==> src/rtl/keyret_pkg.sv <==
package keyret_pkg;
    localparam int PORT_W  = 8;
    localparam int GROUP_W = 4;
    localparam int DATA_W  = 8;

    localparam logic [DATA_W-1:0] MODE_KEEP = 8'hF1;

    typedef struct packed {
        logic [PORT_W-1:0] meta;
        logic [PORT_W-1:0] stable;
    } sync_st_t;

    typedef struct packed {
        logic [PORT_W-1:0] last;
        logic              wake;
    } edge_st_t;

    typedef struct packed {
        logic [PORT_W-1:0] mode;
        logic              flag;
        logic              mask;
    } reg_st_t;
endpackage

==> src/rtl/keyret_sync.sv <==
module keyret_sync
    import keyret_pkg::*;
(
    input  logic              clk,
    input  logic              rst_n,
    input  logic [PORT_W-1:0] raw_i,
    output logic [PORT_W-1:0] sync_o
);
    sync_st_t st_d, st_q;

    always_comb begin
        st_d        = st_q;
        st_d.meta   = raw_i;
        st_d.stable = st_q.meta;
    end

    always_ff @(posedge clk or negedge rst_n) begin
        if (!rst_n) st_q <= '0;
        else        st_q <= st_d;
    end

    assign sync_o = st_q.stable;
endmodule

==> src/rtl/keyret_edge.sv <==
module keyret_edge
    import keyret_pkg::*;
(
    input  logic              clk,
    input  logic              rst_n,
    input  logic [PORT_W-1:0] samp_i,
    input  logic [PORT_W-1:0] mode_i,
    output logic [PORT_W-1:0] en_o,
    output logic              fall_any_o,
    output logic              wake_o
);
    edge_st_t st_d, st_q;
    logic [PORT_W-1:0] fall;

    // Low lines follow the shared group bit, high lines their own bit.
    for (genvar i = 0; i < PORT_W; i++) begin : g_en
        if (i < GROUP_W) begin : g_grp
            assign en_o[i] = mode_i[0];
        end else begin : g_ind
            assign en_o[i] = mode_i[i];
        end
    end

    always_comb begin
        fall       = st_q.last & ~samp_i & en_o;
        fall_any_o = |fall;
        st_d       = st_q;
        st_d.last  = samp_i;
        st_d.wake  = fall_any_o;
    end

    always_ff @(posedge clk or negedge rst_n) begin
        if (!rst_n) st_q <= '0;
        else        st_q <= st_d;
    end

    assign wake_o = st_q.wake;
endmodule

==> src/rtl/keyret_regs.sv <==
module keyret_regs
    import keyret_pkg::*;
#(
    parameter int                ADDR_W    = 16,
    parameter logic [ADDR_W-1:0] MODE_ADDR = 16'hFFF5,
    parameter logic [ADDR_W-1:0] CTL_ADDR  = 16'hFFF6
)(
    input  logic              clk,
    input  logic              rst_n,
    input  logic [ADDR_W-1:0] addr_i,
    input  logic              we_i,
    input  logic [DATA_W-1:0] wdata_i,
    output logic [DATA_W-1:0] rdata_o,
    input  logic              fall_any_i,
    output logic [PORT_W-1:0] mode_o,
    output logic              irq_o
);
    reg_st_t st_d, st_q;
    logic    hit_mode, hit_ctl;

    always_comb begin
        hit_mode = (addr_i == MODE_ADDR);
        hit_ctl  = (addr_i == CTL_ADDR);
        st_d     = st_q;
        if (we_i && hit_mode) st_d.mode = wdata_i & MODE_KEEP;
        if (we_i && hit_ctl) begin
            st_d.flag = wdata_i[0];
            st_d.mask = wdata_i[1];
        end
        if (fall_any_i) st_d.flag = 1'b1;
    end

    always_ff @(posedge clk or negedge rst_n) begin
        if (!rst_n) st_q <= '{mode: '0, flag: 1'b0, mask: 1'b1};
        else        st_q <= st_d;
    end

    always_comb begin
        rdata_o = '0;
        if (hit_mode)     rdata_o = st_q.mode;
        else if (hit_ctl) rdata_o = {{(DATA_W-2){1'b0}}, st_q.mask, st_q.flag};
    end

    assign mode_o = st_q.mode;
    assign irq_o  = st_q.flag & ~st_q.mask;


    flag_set_chk: assert property (@(posedge clk) disable iff (!rst_n)
        fall_any_i |=> st_q.flag);

    flag_sticky_chk: assert property (@(posedge clk) disable iff (!rst_n)
        (st_q.flag && !(we_i && hit_ctl)) |=> st_q.flag);

    irq_follow_chk: assert property (@(posedge clk) disable iff (!rst_n)
        fall_any_i |=> (irq_o || st_q.mask));
endmodule

==> src/rtl/keyret_wake.sv <==
module keyret_wake
    import keyret_pkg::*;
#(
    parameter int                ADDR_W    = 16,
    parameter logic [ADDR_W-1:0] MODE_ADDR = 16'hFFF5,
    parameter logic [ADDR_W-1:0] CTL_ADDR  = 16'hFFF6
)(
    input  logic              clk,
    input  logic              rst_n,
    input  logic [ADDR_W-1:0] bus_addr,
    input  logic              bus_we,
    input  logic [DATA_W-1:0] bus_wdata,
    output logic [DATA_W-1:0] bus_rdata,
    input  logic [PORT_W-1:0] port_in,
    input  logic [PORT_W-1:0] pin_is_out,
    output logic [PORT_W-1:0] pullup_en,
    output logic              irq_req,
    output logic              wake_pulse
);
    logic [PORT_W-1:0] samp, mode, en;
    logic              fall_any;

    keyret_sync u_sync (
        .clk   (clk),
        .rst_n (rst_n),
        .raw_i (port_in),
        .sync_o(samp)
    );

    keyret_edge u_edge (
        .clk       (clk),
        .rst_n     (rst_n),
        .samp_i    (samp),
        .mode_i    (mode),
        .en_o      (en),
        .fall_any_o(fall_any),
        .wake_o    (wake_pulse)
    );

    keyret_regs #(
        .ADDR_W   (ADDR_W),
        .MODE_ADDR(MODE_ADDR),
        .CTL_ADDR (CTL_ADDR)
    ) u_regs (
        .clk       (clk),
        .rst_n     (rst_n),
        .addr_i    (bus_addr),
        .we_i      (bus_we),
        .wdata_i   (bus_wdata),
        .rdata_o   (bus_rdata),
        .fall_any_i(fall_any),
        .mode_o    (mode),
        .irq_o     (irq_req)
    );

    for (genvar i = 0; i < PORT_W; i++) begin : g_pu
        assign pullup_en[i] = en[i] & ~pin_is_out[i];
    end


    reserved_zero_chk: assert property (@(posedge clk) disable iff (!rst_n)
        (bus_addr == MODE_ADDR) |-> (bus_rdata[3:1] == 3'b000));

    wake_needs_enable_chk: assert property (@(posedge clk) disable iff (!rst_n)
        wake_pulse |-> ($past(mode) != '0));

    pullup_needs_mode_chk: assert property (@(posedge clk) disable iff (!rst_n)
        (pullup_en != '0) |-> (mode != '0));
endmodule

==> config.mk <==
export PLATFORM = sky130hd
export DESIGN_NAME = keyret_wake
export DESIGN_NICKNAME = d
export VERILOG_FILES = /design/src/rtl/keyret_pkg.sv /design/src/rtl/keyret_sync.sv /design/src/rtl/keyret_edge.sv /design/src/rtl/keyret_regs.sv /design/src/rtl/keyret_wake.sv
export SDC_FILE = /design/constraint.sdc
export NUM_CORES = 1
export LEC_CHECK = 0
export CAP_MARGIN = 30
export CORE_MARGIN = 2
export CORE_UTILIZATION = 60
export DETAILED_ROUTE_END_ITERATION = 10
export DONT_BUFFER_PORTS = 1
export PLACE_DENSITY = 0.76
export REMOVE_ABC_BUFFERS = 1
export SYNTH_ARGS = -nofsm -noshare
export SYNTH_HDL_FRONTEND = slang
export SYNTH_SLANG_ARGS = --single-unit
==> constraint.sdc <==
create_clock -name clk -period 3.2 [get_ports clk]
set_clock_uncertainty 0.2 [all_clocks]
set_input_delay 0.64 -clock clk [delete_from_list [all_inputs] [get_ports clk]]
set_output_delay 0.64 -clock clk [all_outputs]
set_load 0.005 [all_outputs]
== Word-level counts from Yosys, hierarchy flattened ==
Cells that the tools add are included.

* Logic and storage cells: 38
* Register bits: 32
* Output and inout port bits: 18
* Bits of input ports: 43

* Equality and inequality tests: 2
* Bitwise operators: 21
* Mux-type cells: 4
* Reduce and logical (&&, ||, !) cells: 4

{| class="wikitable"
|+ Operator list
! cell !! number
|-
| $eq A16 B16 Y1 const B || 2
|-
| $and A8 B8 Y8 || 2
|-
| $and A1 B1 Y1 || 9
|-
| $not A1 Y1 || 9
|-
| $mux W8 || 1
|-
| $not A8 Y8 || 1
|-
| $reduce_or A8 Y1 || 1
|-
| $mux W2 || 2
|-
| $logic_and A1 B1 Y1 || 2
|-
| $reduce_bool A2 Y1 || 1
|-
| $mux W1 || 1
|}

== Longest topological paths before layout ==
Gate-level depths: netlist of run 1.

* Depth in word-level cells: 5
* Depth in mapped cells: 4
* Depth with buffers taken out: 4

== Cells and area by module ==
A second synthesis of run 1 with hierarchy kept.

* Cell total of the unflattened synthesis: 99
* Area total of the unflattened synthesis: 1382.6 sq um

{| class="wikitable"
|+ Modules (own cells, without submodules)
! module !! sequential area each (sq um) !! instances !! cells each !! area each (sq um)
|-
| keyret_regs || 176.4 || 1 || 46 || 519.2
|-
| keyret_sync || 400.4 || 1 || 16 || 400.4
|-
| keyret_edge || 225.2 || 1 || 29 || 352.8
|-
| keyret_wake || 0.0 || 1 || 8 || 110.1
|}

== Worst setup path after synthesis of run 1 ==
OpenSTA, ideal clock, no wires.

* Kind: in2out
* Start point: in bus_addr[3]
* End point: out bus_rdata[4]
* Slack: 969 ps
* Arrival: 1391 ps
* Path buffers: 0
* Stages: 3
* Required time: 2360 ps
* Path through: nand4b_1 -> nor4_1 -> and2_1

* Cells in the longest elaborated chain, start to end: 2

{| class="wikitable"
|+ RTL lines
! what !! RTL line !! text
|-
| start, declared || keyret_wake.sv:10 || <nowiki>input logic [ADDR_W-1:0] bus_addr,</nowiki>
|-
| $eq A16 B16 Y1 || keyret_regs.sv:22 || <nowiki>hit_mode = (addr_i == MODE_ADDR);</nowiki>
|-
| $mux W8 || keyret_regs.sv:40 || <nowiki>if (hit_mode) rdata_o = st_q.mode;</nowiki>
|-
| end, declared || keyret_wake.sv:13 || <nowiki>output logic [DATA_W-1:0] bus_rdata,</nowiki>
|}

No other way between the ends.

== Worst setup path after layout of run 1 ==
* Start point: in bus_addr[3]
* End point: out bus_rdata[5]

Same word-level chain as after synthesis.

==> impl_metrics.yaml, run 1 <==
cells_and_area:
  antennaDiodeCount: 0
  layout-drive-gt1-share: 0.176
  final_net_count: 133
  final_common_cell: "dfrtp_1"
  stdcell_area_um2: 1270
  syn_to_final_growth_pct: 9.40
  layout_common_cells: "dfrtp_1 (31), nor2b_1 (11), mux2_2 (6)"
timing:
  finalCritPeriodShare: 0.757
  timing.slew.headroom: 0.661
  fin_tns_setup_ns: 0
  tightestPinTransition_ns: 0.504
  slew_violations: 0
  rsz0062_at_grt: "no"
  setup_viol: 0
  final.min_clock_period_ns: 2.42
  fmax_ghz: 0.413
  hold_viol_final: 0
critical_path:
  path_buf_inv: 0
  cpPeakStageDelay_ns: 0.49
  crit_family: "simple AND/OR/NAND/NOR gates"
  setup.worst_path.start_class: "primary input"
  crit_path_max_fanout: 4
  cp-end-kind: "output pin"
  rrSetupSlack_ns: 1.48
  critPathKind: "primary input to output pin"
  required_ns: 2.36
  critPathSlowestCell: "nor4_1"
  cp_data_arrival_time_ns: 1.58
  crit_chain: "nand4b_1 > nor4_1 > and2_1"
global_routing:
  grt_use_met3: 0.102
  met2_usage: 0.368
  use_met1: 0.169
  grt_util_all_layers: 0.198
  grt_first_pass_wirelength_um: 2770
  grt_pass1_vias: 689
  grt_start_max_net_pins: 33
  antenna_found_initial: 0
  busiest_layer: "met2"
  grt-ovfl-total: 0
synth:
  synth_top_area_frac: 0.670
  synth_area_um2: 1160
  synth-seq-cells: 32
  ys_seq_area_frac: 0.692
  ys_types: 24
  yosysTopAreaCell: "dfrtp_1"
  ys_warn_count: 0
  synthCells: 82
  avgSynthCellArea_um2: 14.1
  synthTopCellsByArea: "dfrtp_1 (67%), nor2b_1 (5.9%), mux2_2 (5.8%)"
floorplan:
  start_util: 0.657
  dieArea_um2: 2300
  ioPinCount: 61
  fp.dieH_um: 47.9
  rows: 15
  chipWidth_um: 47.9
  fp.coreArea_um2: 1760
drt:
  postRouteAntennaNets: 0
  via_per_inst: 5.76
  wl_per_cell_um: 17.1
  drt-total-wl_um: 1990
  dr_total_vias: 668
  drtPass1Iterations: 3
  drc: 0
  drtIter0Drc: 1
place:
  portBuffers: 0
  dpl.hpwl_um: 1480
  place_congestion: 0.691
  dpl_cell_area_um2: 1180
flow_run:
  drv_cap: 0
min_path:
  hold_path_class: "primary input to flop"
clock_tree:
  cts_tree: "yes"
  clock_path_buffers: 2
  path_clk_slew_ns: 0.08
  cts_root_buffer: "clkbuf_4"
  insertion_delay_ns: 0.32
  cts_max_level: 2
  hold_buffers: 2
  cts.sinks: 32
  cts.repair.resized: 0
  postCtsSetupBuffers: 0
  numCtsBuffers: 5
pwr:
  leakagePower_nw: 0.576
  ir_drop_v: 0.000433
  p_per_area_nw_per_um2: 527
run_status:
  status: "finished, final reports clean"
[cell type report]
| class | count | area (um^2) |
|---|---|---|
| fill | 119 | 497 |
| inverter | 3 | 11.3 |
| sequential | 32 | 802 |
| timing repair buffer | 2 | 30.0 |
| clock buffer | 8 | 58.8 |
| tap | 25 | 31.3 |
| multi-input combinational | 46 | 334 |
[worst register-to-register path: cells and delay by family (launching register included)]
family,cells,cell delay [ns]
AND/OR/NAND/NOR,1,0.12
flip-flops,1,0.36
AO/OA/AOI/OAI,3,0.93
[path summary, 6_finish.rpt]
| check | startpoint | to | cells past startpoint |
|---|---|---|---|
| worst max-delay path | bus_addr[3] | bus_rdata[5] | 3 |
| worst min-delay path | port_in[2] | u_sync.st_d[2] | 0 |
| worst max register to register | u_edge.st_q[2] | u_regs.st_q[1] | 4 |
| worst min register to register | u_sync.st_d[6] | u_sync.sync_o[6] | 0 |
| max in group asynchronous | rst_n | u_regs.st_q[0] | 2 |
| min in group asynchronous | rst_n | u_regs.mode_o[6] | 2 |
[layer usage]
metal	vias up	part of all wire	wire, um
met2	49	0.54	1070
met5	-	0	0
li1	296	-	-
met3	2	0.098	195
met4	0	0.0090	18
met1	321	0.35	702
[power breakdown]
group	internal, W	total [W]	switching, W
sequential	0.000420	0.000425	0.00000524
combinational	0.00000764	0.0000200	0.0000124
clock	0.000108	0.000224	0.000115
[through the flow]
stage          setup slack, ns  hold slack, ns  std cells  utilization  power, W
2_1_floorplan            0.969           0.131         81            -  0.000439
3_3_place_gp             0.798           0.132        106        0.668  0.000441
3_5_place_dp             0.778           0.135        106        0.668  0.000442
4_1_cts                  0.774           0.133        116        0.718  0.000678
5_1_grt                  0.647           0.117        116        0.718  0.000698
6_report                 0.778           0.147        116        0.718  0.000668
[cell usage after synthesis]
| master | number |
|---|---|
| conb_1 | 1 |
| and2_1 | 4 |
| o2111ai_1 | 1 |
| a221o_1 | 1 |
| nor2_1 | 4 |
| and3_1 | 2 |
| nand4b_1 | 1 |
| nand4_1 | 2 |
| nor2b_1 | 11 |
| nand3b_1 | 2 |
| nand2_1 | 1 |
| dfstp_2 | 1 |
| and3b_1 | 1 |
| nor4_1 | 1 |
| nand3_1 | 2 |
| nand3_2 | 1 |
| nor4_4 | 1 |
| a31oi_1 | 1 |
| inv_1 | 3 |
| a2111oi_0 | 1 |
| buf_4 | 2 |
| a22oi_1 | 1 |
| mux2_2 | 6 |
| dfrtp_1 | 31 |
[flip-flops by register name (all words and copies together), names as in the netlist]
signal / cells
u_regs.mode_o: 5
u_regs.st_q: 2
u_edge.st_q: 8
u_sync.st_d: 8
u_edge.wake_o: 1
u_sync.sync_o: 8
[cells by family after synthesis]
family,Yosys count,synth area share
AND/OR/NAND/NOR,33,0.188
AO/OA/AOI/OAI,5,0.0356
multiplexers,6,0.0583
flip-flops,32,0.692
other,1,0.00324
buffers and inverters,5,0.0227
(Power assumes the default switching activity.)
==> inputs of run 2 (changes only) <==
CORE_UTILIZATION = 59   (was 60)
PLACE_DENSITY = 0.75   (was 0.76)
clock period = 2.25 ns   (was 3.2 ns; I/O delays follow)
==> run 2 against run 1 <==
  * Sequential power grew 42%
  * Register-to-register slack lost 0.94 ns
  * Final area grew 6.5%
  * First-iteration DRC count grew to 13 times the previous value
  * Non-clock buffer count grew 8
  * Combinational power grew 96%
  * Worst setup slack lost 0.56 ns
  * Largest cell class unchanged
  * Highest routed layer unchanged
==> impl_metrics.yaml, run 2 (synthesized netlist as in run 1, its figures left out) <==
pwr:
  p_seq_frac: 0.626
  power.share.clock: 0.334
  p_per_area_nw_per_um2: 714
  p_sw_frac: 0.201
  p_comb_frac: 0.041
  leakagePower_nw: 0.610
  p_int_w: 0.000770
  ir_drop_v: 0.000512
  switchingPower_w: 0.000194
critical_path:
  required_ns: 1.60
  setup.worst_path.start_class: "primary input"
  cp-end-kind: "output pin"
  crit_path_max_fanout: 4
  critPathKind: "primary input to output pin"
  reg2reg_depth: 4
  cp_data_arrival_time_ns: 1.39
  rr_startpoint: "u_edge.st_q[2]"
  rrSetupSlack_ns: 0.54
  worst_r2r_endpoint: "u_regs.st_q[1]"
global_routing:
  grt_start_max_net_pins: 33
  grt-ovfl-total: 0
  grt_pass1_vias: 751
  antenna_found_initial: 0
  grt_first_pass_wirelength_um: 3140
  grt_util_all_layers: 0.184
drt:
  postRouteAntennaNets: 0
  drc: 0
  wl_per_cell_um: 14.5
  via_per_inst: 5.53
  drtIter0Drc: 13
  dr_total_vias: 697
  drt-total-wl_um: 1830
  drtPass1Iterations: 4
cells_and_area:
  final_core_util: 0.710
  n_fill_cell: 133
  final_net_count: 141
  fin_cells: 126
  multiInputGateArea_um2: 334
  final_common_cell: "dfrtp_1"
  regArea_um2: 802
  antennaDiodeCount: 0
  stdcell_area_um2: 1350
  syn_to_final_growth_pct: 16.5
  layout_common_cells: "dfrtp_1 (31), nor2b_1 (11), dlygate4sd3_1 (9)"
  layout-drive-gt1-share: 0.162
timing:
  fmax_ghz: 0.491
  setup_viol: 0
  tightestPinTransition_ns: 0.487
  rsz0062_at_grt: "no"
  final.min_clock_period_ns: 2.04
  finalCritPeriodShare: 0.905
  timing.slew.headroom: 0.672
  slew_violations: 0
  fin_tns_setup_ns: 0
  hold_viol_final: 0
place:
  portBuffers: 0
  dpl.hpwl_um: 1340
  place_congestion: 0.674
  dpl_cell_area_um2: 1180
  dp.cells: 108
floorplan:
  fp.dieH_um: 48.3
  rows: 16
  chipWidth_um: 48.3
  start_util: 0.609
  dieArea_um2: 2330
  fp.coreArea_um2: 1900
  ioPinCount: 61
clock_tree:
  insertion_delay_ns: 0.32
  cts_root_buffer: "clkbuf_4"
  cts_tree: "yes"
  cts.sinks: 32
  clock_path_buffers: 2
  path_clk_slew_ns: 0.09
  postCtsSetupBuffers: 0
  numCtsBuffers: 5
  cts_max_level: 2
min_path:
  holdCritStartpoint: "bus_wdata[5]"
  hold_path_class: "primary input to flop"
  holdPathStages: 1
  holdPathEnd: "u_regs.mode_o[5]"
flow_run:
  drv_cap: 0
run_status:
  status: "finished, final reports clean"
## run 2: cell count changes in the layout (fill, tap and decap cells not counted), sizes merged
cell / previous run / this run
dlygate4sd3: 1 / 9
## run 2: layout make-up
class	instances	share of cell area
clock buffer	8	0.0436
tap	27	0.0250
inverter	3	0.00834
multi-input combinational	46	0.247
timing repair buffer	10	0.0816
sequential	32	0.594
## run 2: per-stage QoR
stage	hold WS (ns)	total power [W]	worst slack, ns
3_3_place_gp	-0.0450	0.000627	0.236
3_5_place_dp	-0.0450	0.000628	0.189
2_1_floorplan	-0.0456	0.000624	0.399
5_1_grt	0.0617	0.00101	0.0873
6_report	0.0706	0.000964	0.214
4_1_cts	0.0576	0.000981	0.192
## run 2: worst max path at each step
| stage | startpoint | endpoint | slack [ns] | depth (start not counted) |
|---|---|---|---|---|
| after floorplan | bus_addr[3] | bus_rdata[4] | 0.40 | 3 |
| after global placement | bus_addr[0] | bus_rdata[6] | 0.24 | 4 |
| after detailed placement | bus_addr[0] | bus_rdata[6] | 0.19 | 4 |
| after CTS | bus_addr[0] | bus_rdata[6] | 0.19 | 4 |
| after global routing | bus_addr[0] | bus_rdata[6] | 0.09 | 4 |
| final | bus_addr[0] | bus_rdata[6] | 0.21 | 4 |
## run 2: timing repair
action | 4_1_cts | 5_1_grt
hold buffers | 10 | 0
endpoints found under the hold margin | 40 | 0
resized for setup | 0 | 0
## run 2: power by group through the flow
stage | clock network [W] | logic [W] | registers (W)
2_1_floorplan | 0 | 0.0000115 | 0.000613
3_3_place_gp | 0 | 0.0000127 | 0.000614
3_5_place_dp | 0 | 0.0000127 | 0.000615
4_1_cts | 0.000337 | 0.0000399 | 0.000604
5_1_grt | 0.000358 | 0.0000449 | 0.000606
6_report | 0.000322 | 0.0000391 | 0.000603
## run 2: metal layers
| layer | vias to the layer above | share of wire | GRT usage |
|---|---|---|---|
| met3 | 7 | 0.10 | 0.0802 |
| met4 | 0 | 0.027 | 0.114 |
| met2 | 48 | 0.48 | 0.306 |
| li1 | 312 | - | - |
| met5 | - | 0 | 0 |
| met1 | 330 | 0.39 | 0.190 |
## run 2: worst max-delay path: stages
cell	delay (ns)
nor2b_1	0.21
nand3_1	0.12
nor4_1	0.38
and2_1	0.22
